<file path="src/rtl/irq_gate_pkg.sv">
package irq_gate_pkg;
  localparam int unsigned IRQ_LVL_W = 4;

  // Source of the status update taken at the next edge
  typedef enum logic [1:0] {
    UPD_NONE    = 2'd0,
    UPD_ENTRY   = 2'd1,
    UPD_RESTORE = 2'd2,
    UPD_SWWRITE = 2'd3
  } upd_src_e;
endpackage

</file>
<file path="src/rtl/irq_rst_sync.sv">
module irq_rst_sync #(
  parameter int unsigned STAGES = 2
) (
  input  logic clk,
  input  logic rst_n,
  output logic rst_n_sync
);
  logic [STAGES-1:0] sync_q;

  always_ff @(posedge clk or negedge rst_n) begin
    if (!rst_n) sync_q <= '0;
    else        sync_q <= {sync_q[STAGES-2:0], 1'b1};
  end

  assign rst_n_sync = sync_q[STAGES-1];
endmodule

</file>
<file path="src/rtl/irq_accept.sv">
module irq_accept #(
  parameter int unsigned LVL_W = 4
) (
  input  logic             req_valid,
  input  logic [LVL_W-1:0] req_level,
  input  logic             req_urgent,
  input  logic             cur_enable,
  input  logic [LVL_W-1:0] cur_level,
  output logic             accept
);
  logic maskable_ok;

  // Strict compare: a request at the top level can never exceed a top-level CPU
  always_comb begin
    maskable_ok = cur_enable && (req_level > cur_level);
    accept      = req_valid && (req_urgent || maskable_ok);
  end
endmodule

</file>
<file path="src/rtl/irq_status_reg.sv">
module irq_status_reg
  import irq_gate_pkg::*;
#(
  parameter int unsigned LVL_W = 4
) (
  input  logic             clk,
  input  logic             rst_n,
  input  logic             entry,
  input  logic [LVL_W-1:0] entry_level,
  input  logic             rti_load,
  input  logic             rti_enable,
  input  logic [LVL_W-1:0] rti_level,
  input  logic             sw_wr,
  input  logic             sw_enable,
  input  logic [LVL_W-1:0] sw_level,
  output logic             cur_enable,
  output logic [LVL_W-1:0] cur_level
);
  upd_src_e         src;
  logic             load_en;
  logic             enable_d, enable_q;
  logic [LVL_W-1:0] level_d, level_q;

  // Fixed ranking: hardware entry, then restore, then software write
  always_comb begin
    if (entry)         src = UPD_ENTRY;
    else if (rti_load) src = UPD_RESTORE;
    else if (sw_wr)    src = UPD_SWWRITE;
    else               src = UPD_NONE;
  end

  always_comb begin
    enable_d = enable_q;
    level_d  = level_q;
    unique case (src)
      UPD_ENTRY: begin
        level_d = entry_level;
      end
      UPD_RESTORE: begin
        enable_d = rti_enable;
        level_d  = rti_level;
      end
      UPD_SWWRITE: begin
        enable_d = sw_enable;
        level_d  = sw_level;
      end
      default: ;
    endcase
  end

  assign load_en = (src != UPD_NONE);

  always_ff @(posedge clk or negedge rst_n) begin
    if (!rst_n) begin
      enable_q <= 1'b0;
      level_q  <= '0;
    end else if (load_en) begin
      enable_q <= enable_d;
      level_q  <= level_d;
    end
  end

  assign cur_enable = enable_q;
  assign cur_level  = level_q;
endmodule

</file>
<file path="src/rtl/irq_prio_gate.sv">
module irq_prio_gate
  import irq_gate_pkg::*;
#(
  parameter int unsigned LVL_W = IRQ_LVL_W
) (
  input  logic             clk,
  input  logic             rst_n,
  input  logic             req_valid,
  input  logic [LVL_W-1:0] req_level,
  input  logic             req_urgent,
  input  logic             sw_wr,
  input  logic             sw_enable,
  input  logic [LVL_W-1:0] sw_level,
  input  logic             rti_load,
  input  logic             rti_enable,
  input  logic [LVL_W-1:0] rti_level,
  output logic             ack,
  output logic             cur_enable,
  output logic [LVL_W-1:0] cur_level
);
  logic rst_n_sync;
  logic accept;

  irq_rst_sync #(.STAGES(2)) u_rst_sync (
    .clk        (clk),
    .rst_n      (rst_n),
    .rst_n_sync (rst_n_sync)
  );

  irq_accept #(.LVL_W(LVL_W)) u_accept (
    .req_valid  (req_valid),
    .req_level  (req_level),
    .req_urgent (req_urgent),
    .cur_enable (cur_enable),
    .cur_level  (cur_level),
    .accept     (accept)
  );

  // No acknowledge while the internal reset is still held
  assign ack = accept && rst_n_sync;

  irq_status_reg #(.LVL_W(LVL_W)) u_status (
    .clk         (clk),
    .rst_n       (rst_n_sync),
    .entry       (ack),
    .entry_level (req_level),
    .rti_load    (rti_load),
    .rti_enable  (rti_enable),
    .rti_level   (rti_level),
    .sw_wr       (sw_wr),
    .sw_enable   (sw_enable),
    .sw_level    (sw_level),
    .cur_enable  (cur_enable),
    .cur_level   (cur_level)
  );
endmodule

</file>
<file path="config.mk">
export PLATFORM = sky130hd
export DESIGN_NAME = irq_prio_gate
export DESIGN_NICKNAME = d
export VERILOG_FILES = /design/src/rtl/irq_gate_pkg.sv /design/src/rtl/irq_rst_sync.sv /design/src/rtl/irq_accept.sv /design/src/rtl/irq_status_reg.sv /design/src/rtl/irq_prio_gate.sv
export SDC_FILE = /design/constraint.sdc
export NUM_CORES = 1
export LEC_CHECK = 0
export BUFFER_PORTS_ARGS = -buffer_cell sky130_fd_sc_hd__buf_4
export CORE_AREA = 2 2 39 41
export CTS_CLUSTER_DIAMETER = 100
export DETAILED_ROUTE_END_ITERATION = 16
export DIE_AREA = 0 0 41 43
export HOLD_SLACK_MARGIN = 0.06
export PLACE_DENSITY = 0.74
export SETUP_SLACK_MARGIN = 0.15
export SLEW_MARGIN = 20
export SYNTH_ARGS = -nofsm -noshare
export SYNTH_HDL_FRONTEND = slang
export SYNTH_SLANG_ARGS = --single-unit
</file>
<file path="constraint.sdc">
create_clock -name clk -period 1.5 [get_ports clk]
set_clock_uncertainty 0.2 [all_clocks]
set_input_delay 0.15 -clock clk [delete_from_list [all_inputs] [get_ports clk]]
set_output_delay 0.15 -clock clk [all_outputs]
set_load 0.02 [all_outputs]
</file>
### After elaboration in Yosys (flattened, before gate mapping)

Cells that the tools add are included.

* order comparisons: 1
* multiplexer cells: 5
* add/sub/neg operators: 0
* $mul: 0
* divide/modulo/power cells: 0
* reduce and logical (&&, ||, !) cells: 9
* shifts and indexed selects: 0
* equal/unequal tests: 3
* bitwise gates (word level): 0

Operators by type and width (number)
* $pmux 4 s3: 1
* $mux 2: 3
* $eq 2x2->1 const B: 2
* $gt 4x4->1: 1
* $reduce_and 2->1: 2
* $reduce_bool 2->1: 2
* $logic_and 1x1->1: 3
* $reduce_bool 3->1: 1
* $eq 2x1->1 const B: 1
* $pmux 1 s2: 1
* $logic_or 1x1->1: 1

* RAM bits: 0
* bits in read-only memories: 0
* latch bits: 0
* memories kept: 0
* output and inout bits: 6
* bits in registers: 7

### Longest topological paths before layout

* depth in word-level cells: 9
* depth in mapped cells: 6
* mapped depth without buffers: 6

### By module

Synthesis repeated with hierarchy kept, for this count alone.

* cell total of the unflattened synthesis: 47
* area, all modules: 481.7 um^2

By module, submodules not included
* irq_status_reg: instances 1, area each 306.5 um^2, cells each 28, seq. area each 125.1 um^2
* irq_accept: instances 1, area each 115.1 um^2, cells each 15, seq. area each 0.0 um^2
* irq_rst_sync: instances 1, area each 53.8 um^2, cells each 3, seq. area each 50.0 um^2
* irq_prio_gate: instances 1, area each 6.3 um^2, cells each 1, seq. area each 0.0 um^2

### Worst setup path after synthesis

Ideal clock, no wire load.

* kind: reg2reg
* start point: reg u_status.level_q[1] (netlist: u_status.cur_level[1])
* end point: reg u_status.level_q[1] (netlist: u_status.cur_level[1])
* cell stages (with the launch flop): 7
* library setup time: 0.125 ns
* arrival time: 1.966 ns
* required time: 1.175 ns
* clock period less this slack: 2.290 ns
* setup slack: -0.790 ns
* cells stage by stage: dfrtp_1 inv_1 ha_1 nor2b_1 o211ai_1 a211oi_2 mux2_2

* longest elaborated chain between the ends: 9
* elaborated cells between the ends (all ways): 13
* those cells by class: 1 x order compare; 3 x eq/ne; 2 x mux; 7 x reduce/logical

Ends and longest elaborated chain
* start, declared: RTL line irq_status_reg.sv:22 `logic [LVL_W-1:0] level_d, level_q;`
* start signal, assigned: RTL line irq_status_reg.sv:59 `level_q <= level_d;`
* $gt 4x4->1 *: RTL line irq_accept.sv:15 `maskable_ok = cur_enable && (req_level > cur_level);`
* $logic_and 1x1->1 *: RTL line irq_accept.sv:15
* $logic_or 1x1->1 *: RTL line irq_accept.sv:16 `accept = req_valid && (req_urgent || maskable_ok);`
* $logic_and 1x1->1 *: RTL line irq_accept.sv:16
* $logic_and 1x1->1 *: RTL line irq_prio_gate.sv:40 `assign ack = accept && rst_n_sync;`
* via ack: RTL line irq_prio_gate.sv:17 `output logic ack,`
* $mux 2 *: RTL line irq_status_reg.sv:26 `if (entry) src = UPD_ENTRY;`
* $eq 2x1->1 / $eq 2x2->1 (equally long branches): RTL line irq_status_reg.sv:35 `unique case (src)`
* $reduce_bool 3->1 (no line)
* $reduce_and 2->1 (no line)

The timed path passes the listed nets; every way through them passes the cells marked *.
A chain may end at the register's enable or synchronous reset.

### Final worst setup path

* start point: reg u_status.level_q[1] (netlist: u_status.cur_level[1])
* end point: reg u_status.level_q[1] (netlist: u_status.cur_level[1])

* longest elaborated chain between the ends: 9
* elaborated cells between the ends (all ways): 13
* those cells by class: 1 x order compare; 3 x eq/ne; 2 x mux; 7 x reduce/logical

Ends and longest elaborated chain (RTL line)
* $gt 4x4->1 *: irq_accept.sv:15
* $logic_and 1x1->1 *: irq_accept.sv:15
* $logic_or 1x1->1 *: irq_accept.sv:16
* $logic_and 1x1->1 *: irq_accept.sv:16
* $logic_and 1x1->1 *: irq_prio_gate.sv:40
* $mux 2 *: irq_status_reg.sv:26
* $eq 2x1->1 / $eq 2x2->1 (equally long branches): irq_status_reg.sv:35
* $reduce_bool 3->1 (no line)
* $reduce_and 2->1 (no line)

Every way passes the cells marked *; elsewhere a longest branch is shown, timed or not.

==> metrics.md <==
| Metric | Value |
|---|---|
| Worst EP required | `about 1.4 ns` |
| Leakage power | `between 0.0004 and 0.0005 µW` |
| Overflow after GRT | `0` |
| Crit-path max FO | `3` |
| R2r worst-path depth | `8` |
| TNS Setup | `-3.16 ns` |
| Post-layout utilization of the core | `about 69%` |
| H-tree levels | `1` |
| Setup WS post-layout | `-0.582 ns` |
| Failing checks | `setup timing` |
| Reg-to-reg critical path startpoint | `u_status.cur_level[1]$_DFFE_PN0P_` |
| Slowest CP cell | `dfrtp_2` |
| Synth top cells by count | `dfrtp_1, inv_1, mux2i_1` |
| Clock transition at path regs | `~0.06 ns` |
| Number of iterations in the first detailed-routing pass | `4` |
| Avg Cell Area, Syn | `9.66 µm²` |
| Cells after synthesis | `between 40 and 50` |
| Detailed placement HPWL | `901 µm` |
| Crit path arrival time | `a little over 2 ns` |
| Fmax | `480 MHz` |
| Min Tclk post-route | `about 2.1 ns` |
| Die X-Extent | `about 41 µm` |
| First-pass GRT wire length | `around 2200 µm` |
| Yosys top cell by area | `dfrtp_1` |
| RSZ-0062 raised after global routing | `yes` |
| Final hold violations | `0` |
| Core footprint | `0.00138 mm²` |
| Yosys cell types | `19` |
| Yosys reg bits | `7` |
| Number of global-route vias before repair | `between 500 and 600` |
| CP startpoint kind | `flop` |
| CTS buffer count | `3` |
| Main combinational cell family by area after synthesis | `multiplexers` |
| Synth Warn # | `0` |
| R2R setup slack | `-0.58 ns` |
| Async set or reset register ratio after synthesis | `100%` |
| Top post-synthesis cells by area | `dfrtp_1, ha_1, mux2i_1` |
| Worst hold path type | `primary input to flop` |
| CTS tree | `yes` |
| Endpoint, Worst Hold | `u_status.cur_level[0]$_DFFE_PN0P_` |
| Post-route antenna net violation count | `0` |
| XOR/XNOR Fraction of Synth Area | `0%` |
| I/O Pins | `26` |
| Synth Area in Adders | `between 10 and 15%` |
| Post-synthesis compound-gate area fraction | `16.0%` |
| Sequential area share after synthesis | `38.6%` |
| Main synth FF type | `dfrtp_1` |
| Via Count | `around 550` |
| # DRC | `0` |
| Wirelength per Cell | `around 13 µm` |
| Crit end category | `flop` |
| Hold path depth | `3` |
| Hold Startpoint | `rti_load` |
| EDFF count, synth | `0` |
| Share of cells above drive strength 1 | `a little over half` |
| MaxCap Viol Count | `0` |
| Largest net degree at the start of global routing | `12` |
| Final Setup Violations | `6` |
| Final GP Congestion | `about 0.71` |
| N_diodes | `0` |
| Multiplexer share of the synthesized area | `approximately 18%` |
| Critical path cell sequence | `inv_2 > ha_4 > nor2b_4 > o211ai_1 > a211oi_4 > buf_4 > buf_6 > mux2_4` |
| Initial antenna violation count | `0` |
| Mapped cell area | `between 400 and 500 µm²` |
| Total Routed Length | `approximately 1500 µm` |
| Die area | `between 0.0015 and 0.002 mm²` |
| Avg Vias per Cell | `around 4.8` |
| Final #Nets | `123` |
| Status | `complete, but fails checks` |
| Syn Nets | `between 70 and 80` |
| 1st-iter DRT viols | `4` |
| Initial core utilization | `around 33%` |
| Worst hold slack | `about 0.077 ns` |
| Overall global routing resource usage | `around a fifth` |
| Slowest stage delay, CP | `about 0.37 ns` |
| Reg2reg end | `u_status.cur_level[1]$_DFFE_PN0P_` |
| Most numerous cell in the Yosys netlist | `dfrtp_1` |
| Top cell type's share of synthesized area | `roughly two fifths` |
| Crit path kind | `flop to flop` |
| Clk buf depth | `2` |
| Slew Viols, Final | `0` |
| CTS sink cnt | `7` |
| Worst skew pair latency | `~0.26 ns` |
| Worst vdd ir | `565 µV` |
| Rows | `14` |
| Crit share post-route | `139%` |
| Area growth, synth to finish | `112%` |
| Cell area power density | `~760 mW/mm²` |
| Root buffer cell | `clkbuf_4` |
| Port bufs | `25` |
| Simple-gate portion of the synthesized area | `9.37%` |
| DIE HEIGHT | `43 µm` |
## through the flow
| step | power [µW] | instance area [µm²] | std cells | setup slack (ns) |
|---|---|---|---|---|
| 4_1_cts | 700 | 923 | 111 | -0.501 |
| 3_5_place_dp | 473 | 742 | 95 | -0.454 |
| 6_report | 726 | 961 | 114 | -0.582 |
| 3_3_place_gp | 469 | 742 | 95 | -0.436 |
| 2_1_floorplan | 349 | 474 | 47 | -0.659 |
| 5_1_grt | 771 | 961 | 114 | -0.642 |
## power breakdown
| group | leakage, µW | internal [µW] | total (µW) | switching [µW] |
|---|---|---|---|---|
| Clock | 0.0000177 | 97.9 | 177 | 79.3 |
| Combinational | 0.000380 | 193 | 325 | 132 |
| Sequential | 0.0000812 | 210 | 223 | 13.3 |
| Total | 0.000479 | 501 | 726 | 224 |
## placed cells by master (no fill, tap or decap), drive strengths merged, types with 2 or more instances in the layout
master       instances
a211oi               2
ha                   4
a21oi                3
inv                  5
o21ai                3
mux2i                5
nor2                 2
dlygate4sd3         11
dfrtp                7
buf                 38
mux2                 3
nand2                4
clkbuf               3
## what timing repair did
item                                    4_1_cts  5_1_grt
endpoints found under the hold margin        11        0
gates resized for setup                       6        4
pin swaps                                     3        1
setup buffers                                 1        3
hold buffers                                 11        0
endpoints found under the setup margin        6        6
## worst max-delay path, delay by kind of cell (launching register included)
| kind | cells | cell delay [ns] |
|---|---|---|
| muxes | 1 | 0.29 |
| AOI/OAI and AO/OA | 2 | 0.42 |
| DFF | 1 | 0.37 |
| buffers and inverters | 3 | 0.31 |
| and+or+nand+nor | 1 | 0.13 |
| adders and majority gates | 1 | 0.26 |
## cell type report
cell class | instances | area (µm²)
clock buffer | 3 | 22.5
inverter | 5 | 18.8
tap | 16 | 20.0
fill | 95 | 423
timing repair buffer | 49 | 414
multi-input combinational | 33 | 304
clock inverter | 1 | 5.00
sequential | 7 | 176
## per-layer routing
layer | wire [µm] | up-vias | share of wire, % | GRT usage [%]
li1 | - | 267 | - | -
met1 | 595 | 261 | 40 | 20.1
met2 | 803 | 17 | 54 | 32.5
met3 | 94 | 0 | 6.3 | 5.24
met4 | 0 | 0 | 0 | 8.00
met5 | 0 | - | 0 | 0
## worst max path at each step
stage / startpoint / end / slack, ns / cells after the start
final: u_status.cur_level[1]$_DFFE_PN0P_ / u_status.cur_level[1]$_DFFE_PN0P_ / -0.58 / 8
after global routing: u_status.cur_level[1]$_DFFE_PN0P_ / u_status.cur_level[1]$_DFFE_PN0P_ / -0.64 / 8
after CTS: u_status.cur_level[1]$_DFFE_PN0P_ / ack / -0.50 / 7
after detailed placement: u_status.cur_level[1]$_DFFE_PN0P_ / u_status.cur_level[1]$_DFFE_PN0P_ / -0.45 / 7
after global placement: u_status.cur_level[1]$_DFFE_PN0P_ / u_status.cur_level[1]$_DFFE_PN0P_ / -0.44 / 7
after floorplan: u_status.cur_level[1]$_DFFE_PN0P_ / u_status.cur_level[1]$_DFFE_PN0P_ / -0.66 / 6
## sequential cells by signal, summed over array words and instances (netlist names)
name and cells:
u_rst_sync.sync_q 2, u_status.cur_enable 1, u_status.cur_level 4
## logic make-up (layout without fill, tap and decap cells)
kind of cell	count (synthesis)	count (layout)
fa+ha+maj	4	4
flops	7	7
buf+inv	7	58
mux	8	8
compound gates	11	11
simple gates	9	9
other cells	1	1
(Power assumes the default switching activity.)
